$ cat config.mk
export PLATFORM = sky130hd
export DESIGN_NAME = vsync_pulse_gen
export DESIGN_NICKNAME = d
export VERILOG_FILES = /design/src/rtl/vsg_pkg.sv /design/src/rtl/vsg_cfg_shadow.sv /design/src/rtl/vsg_line_ctr.sv /design/src/rtl/vsg_pulse_window.sv /design/src/rtl/vsync_pulse_gen.sv
export SDC_FILE = /design/constraint.sdc
export NUM_CORES = 1
export LEC_CHECK = 0
export BUFFER_PORTS_ARGS = -buffer_cell sky130_fd_sc_hd__buf_2
export CAP_MARGIN = 0
export CORE_UTILIZATION = 55
export DETAILED_ROUTE_END_ITERATION = 10
export PLACE_DENSITY = 0.76
export SYNTH_ARGS = -nofsm -noshare
export SYNTH_HDL_FRONTEND = slang
export SYNTH_SLANG_ARGS = --single-unit
$ cat constraint.sdc
create_clock -name clk -period 4.3 [get_ports clk]
set_clock_uncertainty 0.05 [all_clocks]
set_input_delay 0.86 -clock clk [delete_from_list [all_inputs] [get_ports clk]]
set_output_delay 0.86 -clock clk [all_outputs]
set_load 0.05 [all_outputs]
$ cat src/rtl/vsg_pkg.sv
package vsg_pkg;

    typedef enum logic {
        PNL_MATRIX  = 1'b0,
        PNL_PASSIVE = 1'b1
    } panel_kind_e;

    // Output level for a pulse given whether it is active and its active level.
    function automatic logic drive_level(input logic active, input logic act_lvl);
        return active ? act_lvl : ~act_lvl;
    endfunction

    // Active level of the panel frame pulse; passive panels read the bit inverted.
    function automatic logic panel_act_level(input panel_kind_e kind, input logic pol);
        return (kind == PNL_PASSIVE) ? ~pol : pol;
    endfunction

endpackage

$ cat src/rtl/vsg_cfg_shadow.sv
module vsg_cfg_shadow
    import vsg_pkg::*;
#(
    parameter int START_W = 6,
    parameter int WIDTH_W = 3,
    parameter int ND_W    = 6
) (
    input  logic               clk,
    input  logic               rst_n,
    input  logic               load_i,
    input  logic [ND_W-1:0]    nd_i,
    input  logic [START_W-1:0] start_i,
    input  logic [WIDTH_W-1:0] width_i,
    input  logic               crt_pol_i,
    input  logic               frame_pol_i,
    input  logic               passive_i,
    output logic [ND_W-1:0]    nd_o,
    output logic [START_W-1:0] start_o,
    output logic [WIDTH_W-1:0] width_o,
    output logic               crt_pol_o,
    output logic               frame_pol_o,
    output panel_kind_e        kind_o,
    output logic               err_o
);

    localparam int SUM_W = ((START_W > ND_W) ? START_W : ND_W) + 2;

    typedef struct packed {
        logic [ND_W-1:0]    nd;
        logic [START_W-1:0] start;
        logic [WIDTH_W-1:0] width;
        logic               cpol;
        logic               fpol;
        panel_kind_e        kind;
        logic               err;
    } shadow_t;

    shadow_t sh_d, sh_q;
    logic [SUM_W-1:0] last_pulse_line;

    always_comb begin
        sh_d = sh_q;
        last_pulse_line = SUM_W'(start_i) + SUM_W'(width_i) + SUM_W'(1);
        if (load_i) begin
            sh_d.nd    = nd_i;
            sh_d.start = start_i;
            sh_d.width = width_i;
            sh_d.cpol  = crt_pol_i;
            sh_d.fpol  = frame_pol_i;
            sh_d.kind  = panel_kind_e'(passive_i);
            if (last_pulse_line > SUM_W'(nd_i)) begin
                sh_d.err = 1'b1;
            end
        end
        if (!rst_n) begin
            sh_d = '0;
        end
    end

    always_ff @(posedge clk) begin
        sh_q <= sh_d;
    end

    assign nd_o        = sh_q.nd;
    assign start_o     = sh_q.start;
    assign width_o     = sh_q.width;
    assign crt_pol_o   = sh_q.cpol;
    assign frame_pol_o = sh_q.fpol;
    assign kind_o      = sh_q.kind;
    assign err_o       = sh_q.err;

    AST_ERR_STICKY: assert property (@(posedge clk) disable iff (!rst_n)
        sh_q.err |=> sh_q.err);

    AST_SHADOW_HOLD: assert property (@(posedge clk) disable iff (!rst_n)
        !load_i |=> $stable({sh_q.nd, sh_q.start, sh_q.width, sh_q.cpol, sh_q.fpol, sh_q.kind}));

endmodule

$ cat src/rtl/vsg_line_ctr.sv
module vsg_line_ctr #(
    parameter int ND_W = 6
) (
    input  logic            clk,
    input  logic            rst_n,
    input  logic            line_stb_i,
    input  logic            restart_i,
    input  logic [ND_W-1:0] last_i,
    output logic [ND_W-1:0] cnt_o,
    output logic            in_nd_o
);

    typedef struct packed {
        logic [ND_W-1:0] cnt;
        logic            in_nd;
    } ctr_t;

    ctr_t st_d, st_q;

    always_comb begin
        st_d = st_q;
        if (line_stb_i) begin
            if (restart_i) begin
                st_d.cnt   = '0;
                st_d.in_nd = 1'b1;
            end else if (st_q.in_nd) begin
                if (st_q.cnt == last_i) begin
                    st_d.in_nd = 1'b0;
                end else begin
                    st_d.cnt = st_q.cnt + 1'b1;
                end
            end
        end
        if (!rst_n) begin
            st_d = '0;
        end
    end

    always_ff @(posedge clk) begin
        st_q <= st_d;
    end

    assign cnt_o   = st_q.cnt;
    assign in_nd_o = st_q.in_nd;

    AST_CNT_BOUND: assert property (@(posedge clk) disable iff (!rst_n)
        st_q.in_nd |-> (st_q.cnt <= last_i));

    AST_RESTART: assert property (@(posedge clk) disable iff (!rst_n)
        (line_stb_i && restart_i) |=> (st_q.in_nd && st_q.cnt == '0));

    AST_IDLE_HOLD: assert property (@(posedge clk) disable iff (!rst_n)
        !line_stb_i |=> ($stable(st_q.cnt) && $stable(st_q.in_nd)));

endmodule

$ cat src/rtl/vsg_pulse_window.sv
module vsg_pulse_window
    import vsg_pkg::*;
#(
    parameter int START_W = 6,
    parameter int WIDTH_W = 3,
    parameter int ND_W    = 6
) (
    input  logic [ND_W-1:0]    cnt_i,
    input  logic               in_nd_i,
    input  logic [START_W-1:0] start_i,
    input  logic [WIDTH_W-1:0] width_i,
    input  panel_kind_e        kind_i,
    output logic               crt_act_o,
    output logic               panel_act_o
);

    localparam int CMP_W = ((START_W > ND_W) ? START_W : ND_W) + 2;

    logic [CMP_W-1:0] line_w;
    logic [CMP_W-1:0] first_w;
    logic [CMP_W-1:0] last_w;
    logic             prog_act;
    logic             auto_act;

    always_comb begin
        line_w   = CMP_W'(cnt_i);
        first_w  = CMP_W'(start_i) + CMP_W'(1);
        last_w   = first_w + CMP_W'(width_i);
        prog_act = in_nd_i && (line_w >= first_w) && (line_w <= last_w);
        auto_act = in_nd_i && (cnt_i == '0);
        crt_act_o   = prog_act;
        panel_act_o = (kind_i == PNL_PASSIVE) ? auto_act : prog_act;
    end

endmodule

$ cat src/rtl/vsync_pulse_gen.sv
module vsync_pulse_gen
    import vsg_pkg::*;
#(
    parameter int START_W = 6,
    parameter int WIDTH_W = 3,
    parameter int ND_W    = 6
) (
    input  logic               clk,
    input  logic               rst_n,
    input  logic               line_stb_i,
    input  logic               vnd_start_i,
    input  logic [ND_W-1:0]    nd_lines_i,
    input  logic [START_W-1:0] sync_start_i,
    input  logic [WIDTH_W-1:0] sync_width_i,
    input  logic               crt_pol_i,
    input  logic               frame_pol_i,
    input  logic               passive_i,
    output logic               crt_vsync_o,
    output logic               panel_frame_o,
    output logic               fit_err_o
);

    typedef struct packed {
        logic crt;
        logic pnl;
    } out_t;

    logic               boundary_w;
    logic [ND_W-1:0]    sh_nd_w;
    logic [START_W-1:0] sh_start_w;
    logic [WIDTH_W-1:0] sh_width_w;
    logic               sh_cpol_w;
    logic               sh_fpol_w;
    panel_kind_e        sh_kind_w;
    logic [ND_W-1:0]    cnt_w;
    logic               in_nd_w;
    logic               crt_act_w;
    logic               pnl_act_w;
    out_t               out_d, out_q;

    assign boundary_w = line_stb_i && vnd_start_i;

    vsg_cfg_shadow #(
        .START_W (START_W),
        .WIDTH_W (WIDTH_W),
        .ND_W    (ND_W)
    ) u_shadow (
        .clk         (clk),
        .rst_n       (rst_n),
        .load_i      (boundary_w),
        .nd_i        (nd_lines_i),
        .start_i     (sync_start_i),
        .width_i     (sync_width_i),
        .crt_pol_i   (crt_pol_i),
        .frame_pol_i (frame_pol_i),
        .passive_i   (passive_i),
        .nd_o        (sh_nd_w),
        .start_o     (sh_start_w),
        .width_o     (sh_width_w),
        .crt_pol_o   (sh_cpol_w),
        .frame_pol_o (sh_fpol_w),
        .kind_o      (sh_kind_w),
        .err_o       (fit_err_o)
    );

    vsg_line_ctr #(
        .ND_W (ND_W)
    ) u_ctr (
        .clk        (clk),
        .rst_n      (rst_n),
        .line_stb_i (line_stb_i),
        .restart_i  (vnd_start_i),
        .last_i     (sh_nd_w),
        .cnt_o      (cnt_w),
        .in_nd_o    (in_nd_w)
    );

    vsg_pulse_window #(
        .START_W (START_W),
        .WIDTH_W (WIDTH_W),
        .ND_W    (ND_W)
    ) u_win (
        .cnt_i       (cnt_w),
        .in_nd_i     (in_nd_w),
        .start_i     (sh_start_w),
        .width_i     (sh_width_w),
        .kind_i      (sh_kind_w),
        .crt_act_o   (crt_act_w),
        .panel_act_o (pnl_act_w)
    );

    always_comb begin
        out_d.crt = drive_level(crt_act_w, sh_cpol_w);
        out_d.pnl = drive_level(pnl_act_w, panel_act_level(sh_kind_w, sh_fpol_w));
        if (!rst_n) begin
            out_d.crt = drive_level(1'b0, 1'b0);
            out_d.pnl = drive_level(1'b0, panel_act_level(PNL_MATRIX, 1'b0));
        end
    end

    always_ff @(posedge clk) begin
        out_q <= out_d;
    end

    assign crt_vsync_o   = out_q.crt;
    assign panel_frame_o = out_q.pnl;

    AST_CRT_IN_ND: assert property (@(posedge clk) disable iff (!rst_n)
        crt_act_w |-> in_nd_w);

    AST_CRT_LEVEL: assert property (@(posedge clk) disable iff (!rst_n)
        crt_act_w |=> (crt_vsync_o == $past(sh_cpol_w)));

    AST_PASSIVE_FIRST: assert property (@(posedge clk) disable iff (!rst_n)
        (sh_kind_w == PNL_PASSIVE && pnl_act_w) |-> (in_nd_w && cnt_w == '0));

    AST_RESET_IDLE: assert property (@(posedge clk)
        !rst_n |=> (crt_vsync_o && panel_frame_o && !fit_err_o));

endmodule

* Word level (Yosys, flattened, before mapping)
Index checks and enable logic that the tools add are counted.
Storage, ports and cells: memories kept 0, register bits 28, output and inout bits 3, word-level logic and storage cells 40, bits of input ports 22, bits in latches 0, ROM bits 0, bits in writable memories 0
Cells by class: eq/ne operators 2, add/subtract/negate cells 5, bitwise gates (word level) 3, multipliers 0, reductions and logical operators 8, $lt $le $gt $ge 3, multiplexer cells 8, div/mod/pow operators 0, shift operators 0
Operator list (number):
- $mux 7 | 2
- $add 8x1->8 const B | 1
- $add 8x3->8 | 1
- $ge 6x8->1 | 1
- $gt 8x6->1 | 1
- $le 6x8->1 | 1
- $add 6x1->7 const B | 1
- $add 6x3->7 | 1
- $add 6x1->6 const B | 1
- $eq 6x6->1 | 1
- $logic_not 6->1 | 1
- $mux 6 | 1
- $mux 1 | 5
- $logic_and 1x1->1 | 4
- $not 1->1 | 3
- $reduce_and 3->1 | 1
- $ne 2x2->1 const B | 1
- $reduce_and 2->1 | 1
- $reduce_bool 2->1 | 1

* Longest topological paths before layout
depth after elaboration 6, depth in mapped cells 14, gate-level depth less buffers 14

* Modules after synthesis
A second synthesis with hierarchy kept.
Second synthesis, totals: cells, all modules 233, area total of the unflattened synthesis 2190.9 sq um
Modules (own cells, without submodules):
- vsg_cfg_shadow | sequential area each 380.4 sq um, times used 1, area each 1152.4 sq um, cells each 114
- vsg_pulse_window | sequential area each 0.0 sq um, times used 1, area each 511.7 sq um, cells each 67
- vsg_line_ctr | sequential area each 140.1 sq um, times used 1, area each 440.4 sq um, cells each 45
- vsync_pulse_gen | sequential area each 40.0 sq um, times used 1, area each 86.3 sq um, cells each 7

* Worst setup path after synthesis
OpenSTA, ideal clock, no wires.
path type input -> register, start point in sync_start_i[0], end point reg u_shadow.sh_q, in the netlist u_shadow.err_o, setup time 0.076 ns, cell stages on the path 14, setup slack 1.018 ns, path buffers 0, data arrival time 3.157 ns, data required time 4.174 ns, path through ha_1 -> fa_1 -> xor2_1 -> nand3_1 -> o21ai_0 -> o2bb2ai_1 -> nand2_1 -> xnor2_1 -> ha_1 -> nand4_1 -> o221ai_1 -> a21oi_1 -> nor2_1 -> a21boi_0
On the way: longest elaborated chain between the ends 4
RTL lines:
- from (decl) | line vsync_pulse_gen.sv:13 | input logic [START_W-1:0] sync_start_i,
- $add 6x3->7 | line vsg_cfg_shadow.sv:43 | last_pulse_line = SUM_W'(start_i) + SUM_W'(width_i) + SUM_W'(1);
- $add 8x1->8 | line vsg_cfg_shadow.sv:43
- $gt 8x6->1 | line vsg_cfg_shadow.sv:51 | if (last_pulse_line > SUM_W'(nd_i)) begin
- $reduce_and 2->1 (no source line)
- to (signal assigned) | line vsg_cfg_shadow.sv:61 | sh_q <= sh_d;
- to (decl) | line vsg_cfg_shadow.sv:38 | shadow_t sh_d, sh_q;
No other way between the ends. A chain may end at the register's enable or synchronous reset.

* Worst setup path in the final report
Same ends and word-level chain as after synthesis.

==> metrics.csv <==
stage;metric;value;unit
logic_synthesis;ys.flop_type;dfxtp_1;
clock_network;cts_root_buf;clkbuf_4;
clock_network;clockBufferDepth;2;
global_routing;antenna_found_initial;0;
drt;drc;0;
logic_synthesis;synthesis.area;2020;sq um
sta;post-route-min-period;3280;ps
logic_synthesis;yosysTopAreaCell;dfxtp_1;
logic_synthesis;synth.top_cells.by_area;dfxtp_1 28%, ha_1 17%, nand2_1 9.3%;
global_routing;grt_max_degree;25;
layout;design_area;2220;sq um
drt;routed_wl;3860;um
floorplanning;core-area;3420;sq um
sta;drv_slew;0;
floorplanning;die_w;62.5;um
clock_network;tritoncts;done;
layout;drive_gt1_share;12.9;%
global_routing;use_met2;38.0;%
placement;dpl.hpwl;3090;um
floorplanning;die_height;62.5;um
logic_synthesis;syn-num-nets;294;
logic_synthesis;synthCells;242;
drt;drt_iter0_drc;74;
global_routing;grt_remaining_overflow;0;
logic_synthesis;ys_seq_elements;28;
drt;drtPass1Iterations;4;
clock_network;cts_hold_buffers;0;
logic_synthesis;synth_common_cells;50 x nand2_1, 28 x dfxtp_1, 28 x ha_1, 19 x a21boi_0, 19 x xor2_1;
drt;ant_nets;0;
global_routing;grt.total_usage;22.0;%
sta;rsz0062_at_grt;false;
setup_path;worstPathArrival;3490;ps
placement;place_area;2170;sq um
floorplanning;num_rows;21;
setup_path;start_kind;input port;
clock_network;cts_resized;0;
power;p_per_area;270;nW/um^2
sta;tightest_slew;678;ps
drt;routedWlPerCell;12.5;um
logic_synthesis;netlist.area_leader.share;27.8;%
setup_path;end_kind;register;
setup_path;critPathKind;input port to register;
clock_network;clkTransAtPathRegs;160;ps
sta;timing.final.crit_share;76.2;%
sta;max_freq;305;MHz
drt;num_vias;1649;
logic_synthesis;yosys_warnings;0;
logic_synthesis;synth.avg_cell_area;8.33;sq um
global_routing;gr-max-usage-layer;met2;
placement;place_congestion;0.781;
sta;hold_viol;0;
logic_synthesis;synth.most_common_cell;nand2_1;
clock_network;cts_sinks;28;
layout;area_delta_synth_final;10.3;%
sta;slew_headroom;54.8;%
global_routing;grt_pass1_wl;6920;um
logic_synthesis;async_reset_ff_share;0;%
drt;vias_per_cell;5.32;
setup_path;crit_fanout;4;
power;ir_worst_vdd;0.201;mV
sta;setup-violations-final;0;
min_path;holdCritPathClass;register to register;
sta;setup_ws;1020;ps
clock_network;cts_buffers;3;
floorplanning;start_util;59.0;%
sta;hold-worst-slack;431;ps
layout;nets;317;
floorplanning;die_area;3910;sq um
clock_network;cts_htree_levels;1;
sta;tns;0;ps
logic_synthesis;ys_types;37;
flow_run;cap_viol_max_count;0;
placement;port_buffers;24;
logic_synthesis;yosysSeqAreaShare;27.8;%
global_routing;met1_usage;28.5;%
global_routing;met3_usage;1.82;%
floorplanning;ios;25;
setup_path;required;4520;ps
layout;antenna_cells;0;
global_routing;grt_pass1_vias;1584;
clock_network;clock_latency;340;ps
logic_synthesis;synth_edf_count;0;
outcome;status;completed;
clock_network;post-cts-setup-buffers;0;
power;p_leak;0.000976;uW
placement;dp_slack;673;ps
-- through the flow --
step,utilization [%],std cells,power [uW]
6_report,65.1,310,600
5_1_grt,65.1,310,634
4_1_cts,65.1,310,603
3_5_place_dp,63.6,306,434
3_3_place_gp,63.6,306,430
2_1_floorplan,-,242,393
-- registers in the layout, indices dropped and copies added, names as in the netlist --
signal	count
u_shadow.crt_pol_o	1
u_ctr.cnt_o	6
u_shadow.nd_o	6
u_shadow.kind_o	1
u_shadow.err_o	1
u_shadow.frame_pol_o	1
u_shadow.width_o	3
u_shadow.start_o	6
panel_frame_o	1
crt_vsync_o	1
u_ctr.in_nd_o	1
-- cells in the final DEF (no fill, tap or decap), types with 9 or more instances in the layout --
master | netlist | final
nand2_1 | 50 | 50
ha_1 | 28 | 28
dfxtp_1 | 28 | 28
buf_2 | 0 | 24
xor2_1 | 19 | 19
a21boi_0 | 19 | 19
inv_1 | 16 | 16
nor2_1 | 12 | 12
a21oi_1 | 9 | 9
xnor2_1 | 9 | 9
-- power breakdown --
group          internal (uW)  leakage, uW  switching [uW]
combinational           64.9     0.000720            83.5
sequential               270     0.000228            8.51
clock                   94.4    0.0000279            78.4
total                    430     0.000976             170
-- cell type report --
class,count,area (sq um)
inverters,16,60.1
well taps,46,57.6
flip-flops and latches,28,561
clock buffers,3,22.5
repair buffers,24,120
clock inverters,1,30.0
fillers,323,1190
multi-input cells,192,1370
-- critical path, cell delays in order --
cell and delay, ps:
buf_2 110, ha_1 220, fa_1 420, xor2_1 330
nand3_1 190, o21ai_0 180, o2bb2ai_1 120, nand2_1 80
xnor2_1 120, ha_1 290, nand4_1 90, o221ai_1 100
a21oi_1 170, nor2_1 60, a21boi_0 150
-- cell families (layout without fill, tap and decap cells) --
kind of cell	count (synthesis)	in the layout	synth area share [%]
and+or+nand+nor	83	83	17.9
AOI/OAI and AO/OA	51	51	18.6
adders and majority gates	30	30	19.4
buffers and inverters	22	44	4.10
xor gates and xnor gates	28	28	12.2
DFF	28	28	27.8
-- final timing paths --
kind	startpoint	end	slack, ps	cells after the start
max	sync_start_i[0]	u_shadow.err_o	1020	15
min	u_shadow.kind_o	panel_frame_o	430	2
max reg2reg	u_shadow.start_o[0]	panel_frame_o	1020	12
min reg2reg	u_shadow.kind_o	panel_frame_o	430	2
-- layer usage --
layer	share of wire (%)	up-vias	routed length, um
met2	48	20	1840
met3	1.9	5	75
met4	1.3	0	51
li1	-	877	-
met5	0	-	0
met1	49	747	1890
No activity file was read; power rests on OpenSTA's default activity.
